`src/rtl/dualnet_pkg.sv`:
```
package dualnet_pkg;

  localparam logic [63:0] SBOX_A_DEF = 64'h21748FE3DA09B65C;
  localparam logic [63:0] SBOX_B_DEF = 64'h24F8D30B97E1AC56;
  localparam logic [63:0] MDS_DEF    = 64'h2113321113211132;
  localparam logic [15:0] MIX_DEF    = 16'hBDE7;

  // bit i of the state moves to bit (16*i mod 63), bit 63 stays
  function automatic logic [383:0] perm_def();
    logic [383:0] r;
    r = '0;
    for (int i = 0; i < 64; i++) begin
      int d;
      d = (i == 63) ? 63 : (i * 16) % 63;
      r[i*6 +: 6] = 6'(d);
    end
    return r;
  endfunction

  function automatic logic [3:0] gf16_mul(input logic [3:0] a, input logic [3:0] b);
    logic [3:0] p;
    logic [3:0] aa;
    p  = '0;
    aa = a;
    for (int i = 0; i < 4; i++) begin
      if (b[i]) p = p ^ aa;
      aa = aa[3] ? ({aa[2:0], 1'b0} ^ 4'h3) : {aa[2:0], 1'b0};
    end
    return p;
  endfunction

  // product table, entry (a,b) at bits 4*(16a+b)+3 .. 4*(16a+b)
  function automatic logic [1023:0] gf16_table();
    logic [1023:0] t;
    t = '0;
    for (int a = 0; a < 16; a++) begin
      for (int b = 0; b < 16; b++) begin
        t[(a*16+b)*4 +: 4] = gf16_mul(4'(a), 4'(b));
      end
    end
    return t;
  endfunction

endpackage

```
`src/rtl/dn_sbox_layer.sv`:
```
module dn_sbox_layer #(
  parameter int          W     = 64,
  parameter logic [63:0] TABLE = dualnet_pkg::SBOX_A_DEF
) (
  input  logic [W-1:0] din,
  output logic [W-1:0] dout
);
  localparam int NIBS = W / 4;

  for (genvar g = 0; g < NIBS; g++) begin : g_nib
    assign dout[4*g +: 4] = TABLE[{din[4*g +: 4], 2'b00} +: 4];
  end
endmodule

```
`src/rtl/dn_sp_net.sv`:
```
module dn_sp_net #(
  parameter int          W    = 64,
  parameter logic [63:0] SBOX = dualnet_pkg::SBOX_A_DEF,
  parameter logic [63:0] MDS  = dualnet_pkg::MDS_DEF
) (
  input  logic [W-1:0] din,
  input  logic [W-1:0] rk,
  output logic [W-1:0] dout
);
  localparam int DIM = 4;
  localparam logic [1023:0] MUL_LUT = dualnet_pkg::gf16_table();

  logic [W-1:0] keyed;
  logic [W-1:0] sub0;
  logic [W-1:0] colm;
  logic [W-1:0] rowm;

  assign keyed = din ^ rk;

  dn_sbox_layer #(.W(W), .TABLE(SBOX)) u_sub_in (.din(keyed), .dout(sub0));

  function automatic logic [3:0] lut_mul(input logic [3:0] coef, input logic [3:0] x);
    return MUL_LUT[{coef, x, 2'b00} +: 4];
  endfunction

  always_comb begin
    colm = '0;
    for (int r = 0; r < DIM; r++) begin
      for (int c = 0; c < DIM; c++) begin
        for (int k = 0; k < DIM; k++) begin
          colm[(r*DIM+c)*4 +: 4] = colm[(r*DIM+c)*4 +: 4]
            ^ lut_mul(MDS[(r*DIM+k)*4 +: 4], sub0[(k*DIM+c)*4 +: 4]);
        end
      end
    end
  end

  always_comb begin
    rowm = '0;
    for (int r = 0; r < DIM; r++) begin
      for (int c = 0; c < DIM; c++) begin
        for (int k = 0; k < DIM; k++) begin
          rowm[(r*DIM+c)*4 +: 4] = rowm[(r*DIM+c)*4 +: 4]
            ^ lut_mul(MDS[(c*DIM+k)*4 +: 4], colm[(r*DIM+k)*4 +: 4]);
        end
      end
    end
  end

  dn_sbox_layer #(.W(W), .TABLE(SBOX)) u_sub_out (.din(rowm), .dout(dout));
endmodule

```
`src/rtl/dn_fs_net.sv`:
```
module dn_fs_net #(
  parameter int           W    = 64,
  parameter logic [63:0]  SBOX = dualnet_pkg::SBOX_B_DEF,
  parameter logic [383:0] PERM = dualnet_pkg::perm_def(),
  parameter logic [15:0]  MIX  = dualnet_pkg::MIX_DEF
) (
  input  logic [W-1:0] din,
  input  logic [W-1:0] rk,
  output logic [W-1:0] dout
);
  localparam int WORDS = 4;
  localparam int WW    = W / WORDS;

  logic [W-1:0] keyed;
  logic [W-1:0] sub0;
  logic [W-1:0] perm;
  logic [W-1:0] mixd;

  assign keyed = din ^ rk;

  dn_sbox_layer #(.W(W), .TABLE(SBOX)) u_sub_in (.din(keyed), .dout(sub0));

  always_comb begin
    perm = '0;
    for (int i = 0; i < W; i++) begin
      perm[PERM[i*6 +: 6]] = sub0[i];
    end
  end

  always_comb begin
    mixd = '0;
    for (int i = 0; i < WORDS; i++) begin
      for (int j = 0; j < WORDS; j++) begin
        if (MIX[i*WORDS+j]) mixd[i*WW +: WW] = mixd[i*WW +: WW] ^ perm[j*WW +: WW];
      end
    end
  end

  dn_sbox_layer #(.W(W), .TABLE(SBOX)) u_sub_out (.din(mixd), .dout(dout));
endmodule

```
`src/rtl/dualnet_cipher.sv`:
```
module dualnet_cipher #(
  parameter int           BLK_W  = 64,
  parameter int           ROUNDS = 32,
  parameter logic [63:0]  SBOX_A = dualnet_pkg::SBOX_A_DEF,
  parameter logic [63:0]  SBOX_B = dualnet_pkg::SBOX_B_DEF,
  parameter logic [63:0]  MDS    = dualnet_pkg::MDS_DEF,
  parameter logic [383:0] PERM   = dualnet_pkg::perm_def(),
  parameter logic [15:0]  MIX    = dualnet_pkg::MIX_DEF
) (
  input  logic                    clk,
  input  logic                    rst_n,
  input  logic                    start_i,
  input  logic [BLK_W-1:0]        pt_i,
  input  logic [BLK_W+ROUNDS-1:0] key_i,
  output logic                    busy_o,
  output logic                    done_o,
  output logic [BLK_W-1:0]        ct_o
);
  localparam int KEY_W = BLK_W + ROUNDS;
  localparam int HALF  = BLK_W / 2;
  localparam int CNT_W = $clog2(ROUNDS);
  localparam logic [CNT_W-1:0] LAST = CNT_W'(ROUNDS - 1);

  logic [BLK_W-1:0]  data_q, data_n;
  logic [BLK_W-1:0]  kst_q,  kst_n;
  logic [ROUNDS-1:0] ctl_q,  ctl_n;
  logic [CNT_W-1:0]  cnt_q,  cnt_n;
  logic              busy_q, busy_n;
  logic              done_q, done_n;

  logic              load;
  logic              adv;
  logic              sel;
  logic [BLK_W-1:0]  rc;
  logic [BLK_W-1:0]  d_swap;
  logic [BLK_W-1:0]  sp_in, sp_rk, sp_out;
  logic [BLK_W-1:0]  fs_in, fs_rk, fs_out;
  logic [BLK_W-1:0]  rnd_data;
  logic [BLK_W-1:0]  rnd_key;

  assign load = start_i & ~busy_q;
  assign adv  = busy_q;
  assign sel  = ctl_q[cnt_q];
  assign rc   = BLK_W'(cnt_q);

  assign d_swap = {data_q[HALF-1:0], data_q[BLK_W-1:HALF]};

  // route data and key into the two networks by the control bit
  assign sp_in = sel ? kst_q  : d_swap;
  assign sp_rk = sel ? rc     : kst_q;
  assign fs_in = sel ? d_swap : kst_q;
  assign fs_rk = sel ? kst_q  : rc;

  dn_sp_net #(.W(BLK_W), .SBOX(SBOX_A), .MDS(MDS)) u_sp (
    .din (sp_in),
    .rk  (sp_rk),
    .dout(sp_out)
  );

  dn_fs_net #(.W(BLK_W), .SBOX(SBOX_B), .PERM(PERM), .MIX(MIX)) u_fs (
    .din (fs_in),
    .rk  (fs_rk),
    .dout(fs_out)
  );

  always_comb begin
    logic [BLK_W-1:0] dnet;
    dnet     = sel ? fs_out : sp_out;
    rnd_data = {dnet[HALF-1:0], dnet[BLK_W-1:HALF]};
    rnd_key  = sel ? sp_out : fs_out;
  end

  always_comb begin
    data_n = data_q;
    kst_n  = kst_q;
    ctl_n  = ctl_q;
    cnt_n  = cnt_q;
    busy_n = busy_q;
    done_n = 1'b0;
    if (load) begin
      data_n = pt_i;
      kst_n  = key_i[BLK_W-1:0];
      ctl_n  = key_i[KEY_W-1:BLK_W];
      cnt_n  = '0;
      busy_n = 1'b1;
    end else if (adv) begin
      data_n = rnd_data;
      kst_n  = rnd_key;
      cnt_n  = cnt_q + 1'b1;
      if (cnt_q == LAST) begin
        busy_n = 1'b0;
        done_n = 1'b1;
      end
    end
  end

  always_ff @(posedge clk or negedge rst_n) begin
    if (!rst_n) begin
      busy_q <= 1'b0;
      done_q <= 1'b0;
      cnt_q  <= '0;
    end else begin
      busy_q <= busy_n;
      done_q <= done_n;
      if (load || adv) cnt_q <= cnt_n;
    end
  end

  always_ff @(posedge clk or negedge rst_n) begin
    if (!rst_n) begin
      data_q <= '0;
      kst_q  <= '0;
      ctl_q  <= '0;
    end else if (load || adv) begin
      data_q <= data_n;
      kst_q  <= kst_n;
      ctl_q  <= ctl_n;
    end
  end

  assign busy_o = busy_q;
  assign done_o = done_q;
  assign ct_o   = data_q;
endmodule

```
`config.mk`:
```
export PLATFORM = sky130hd
export DESIGN_NAME = dualnet_cipher
export DESIGN_NICKNAME = d
export VERILOG_FILES = /design/src/rtl/dualnet_pkg.sv /design/src/rtl/dn_sbox_layer.sv /design/src/rtl/dn_sp_net.sv /design/src/rtl/dn_fs_net.sv /design/src/rtl/dualnet_cipher.sv
export SDC_FILE = /design/constraint.sdc
export NUM_CORES = 1
export LEC_CHECK = 0
export BUFFER_PORTS_ARGS = -buffer_cell sky130_fd_sc_hd__clkbuf_2
export CORE_AREA = 2 2 236 238
export DETAILED_ROUTE_END_ITERATION = 10
export DIE_AREA = 0 0 238 240
export GPL_TIMING_DRIVEN = 0
export MAX_ROUTING_LAYER = met4
export PLACE_DENSITY = 0.79
export SLEW_MARGIN = 0
export SYNTH_ARGS = -nofsm -noshare
export SYNTH_HDL_FRONTEND = slang
export SYNTH_HIERARCHICAL = 1
export SYNTH_SLANG_ARGS = --single-unit
```
`constraint.sdc`:
```
create_clock -name clk -period 7.15 [get_ports clk]
set_clock_uncertainty 0.05 [all_clocks]
set_input_delay 1.0725 -clock clk [delete_from_list [all_inputs] [get_ports clk]]
set_output_delay 1.0725 -clock clk [all_outputs]
set_load 0.005 [all_outputs]
```
==> metrics.csv <==
metric;value;unit
synthAdderAreaFrac;15.95;%
grt.total_usage;35.84;%
final_cell_mix;396 x ha_1, 279 x o21ai_0, 272 x xnor2_1, 240 x clkbuf_2, 206 x inv_1;
path_clk_slew;0.09;ns
reg2reg_to;kst_q[55];
worst_pin_slew;1.243;ns
synth_compound_area_share;17.11;%
drc;0;
synth-simple-area-share;11.76;%
ys_async_sr_fraction;100.0;%
die_h;240;µm
min_from;ctl_q[0];
routedLengthMet1;40540;µm
worst-path-buf-inv;6;
synth_top_area_cell;ha_1;
cp_max_fo;10;
fmax;139.5;MHz
highest_layer;met4;
wirelength;106000;µm
max_stage_delay;0.49;ns
timing.rr.start;cnt_q[0];
yosysSeqAreaShare;13.38;%
hp-class;flop to flop;
cts_sinks;167;
hold_path_depth;1;
worst_skew_pair.late_latency;0.50;ns
synth_mux_area_share;12.29;%
r2r_setup_slack;-0.02;ns
slowest_stage;mux4_2;
synth_top_family_by_area;XOR/XNOR gates;
tritoncts;done;
status;finished, violations left;
grt_max_degree;91;
crit_type;flop to flop;
drive_above_1_share;25.63;%
synth_top_cell_area_share;15.95;%
cp.required;7.50;ns
synth_area_leaders;ha_1 16%, dfrtp_1 13%, xnor2_1 10%;
synthFlopType;dfrtp_1;
syn_nets;4035;
wl_met2;47780;µm
cts_buffers;17;
syn_inst;3474;
placedCellCount;4406;
syn2layout_area_growth;17.74;%
period_needed;7.170;ns
finalSetupViolations;1;
yosysWarnings;6;
dp_hpwl;79070;µm
antenna_found_initial;1;
gp_congestion;1.009;
slew_violations;0;
ant_nets;0;
violations;setup timing;
tns;-0.01960;ns
portBuffers;227;
netlist_area;0.03123;mm²
ys_ff_latch;167;
final_common_cell;ha_1;
core_region_area;0.05466;mm²
io_pins;229;
first_global_vias;26063;
max_cap_viol_count;0;
wire_per_inst;23.22;µm
final_nets;4410;
stdcell_count;4567;
grt_first_pass_wirelength;152000;µm
crit_path_end_kind;flop;
max_slew_margin;17.11;%
final-hold-violation-count;0;
fill_cells;4082;
synth_edf_count;0;
worst_slack;-0.01960;ns
finish.instance_area;0.03677;mm²
drt_iter0_markers;3320;
clock_path_buffers;2;
dr.pass1.iters;8;
start_util;57.13;%
critPathLaunchType;flop;
synth_cell_types;56;
r2r_cells;28;
std_cell_rows;86;
vias_per_cell;6.269;
wl_met3;10570;µm
fin_crit_sh;100.3;%
die_area;0.05712;mm²
crit_family;compound AO/OA/AOI/OAI gates;
rsz0062_at_grt;true;
pre_cts_slack;-1.560;ns
syn_avg_cell_area;8.989;µm²
worstPathArrival;7.52;ns
vias;28631;
place_area;0.03328;mm²
cts-root-buf;clkbuf_16;
synth_xor_area_share;22.45;%
die_w;238;µm
globalRouteOverflowTotal;0;
min_to;ctl_q[0];
htree_levels;4;
cts_hold_buf;0;
worst max path at each step:
| stage | end | depth (start not counted) | start | slack (ns) |
|---|---|---|---|---|
| floorplan | kst_q[34] | 30 | cnt_q[0] | 0.28 |
| global placement | ct_o[2] | 27 | cnt_q[0] | -1.46 |
| detailed placement | kst_q[34] | 27 | cnt_q[1] | -1.56 |
| CTS | kst_q[6] | 28 | cnt_q[1] | 0.006 |
| global route | kst_q[38] | 28 | cnt_q[0] | -0.18 |
| finish | kst_q[55] | 28 | cnt_q[0] | -0.02 |
per-layer routing:
metal	GRT usage (%)	vias up
li1	-	12806
met1	44.73	13838
met4	19.51	0
met5	-	-
met2	54.98	1599
met3	6.935	388
synthesized netlist by cell type (35+ instances only):
master	instances
and2_1	65
a21o_1	89
inv_1	213
and3_1	61
o21ai_0	288
nand3_1	130
xnor2_1	367
buf_2	73
nor2b_1	165
xor2_1	206
ha_1	398
a31oi_1	130
nor2_1	106
clkbuf_1	104
o21a_1	47
nand2_1	89
o31ai_1	35
a21oi_1	39
mux2_2	107
a211oi_1	170
mux4_2	71
mux2i_1	73
dfrtp_1	167
metrics by stage:
step / utilization, % / hold WS, ns
finish: 67.26 / 0.4643
global route: 67.26 / 0.4833
CTS: 64.84 / 0.4641
detailed placement: 60.88 / 0.4411
global placement: 60.82 / 0.4350
floorplan: - / 0.4252
layout make-up:
type	instances	area, µm²	share of cell area (%)
diodes	1	2.502	0.006806
plain buffers	245	1461	3.975
clock buffers	17	425.4	1.157
clock inverters	15	209.0	0.5683
inverters	213	799.5	2.175
multi-input cells	2846	26600	72.36
flip-flops and latches	167	4179	11.37
well taps	704	880.8	2.396
repair buffers	359	2206	6.000
sequential cells by signal, indices dropped and copies added, names as in the netlist:
| name | cells |
|---|---|
| busy_o | 1 |
| cnt_q | 5 |
| ct_o | 64 |
| ctl_q | 32 |
| done_o | 1 |
| kst_q | 64 |
what timing repair did:
| item | CTS | global route |
|---|---|---|
| setup endpoints to repair | 128 | 128 |
| pin swaps | 39 | 56 |
| setup buffers | 48 | 83 |
| resized for setup | 172 | 138 |
cell families after synthesis:
group | count (synthesis)
compound gates | 833
simple gates | 680
xor+xnor | 657
buf+inv | 461
fa+ha+maj | 398
mux | 278
flops | 167
Power is left out: the tool's default activity adds up to more than one toggle a clock period on the data nets, which glitch-free logic cannot reach.
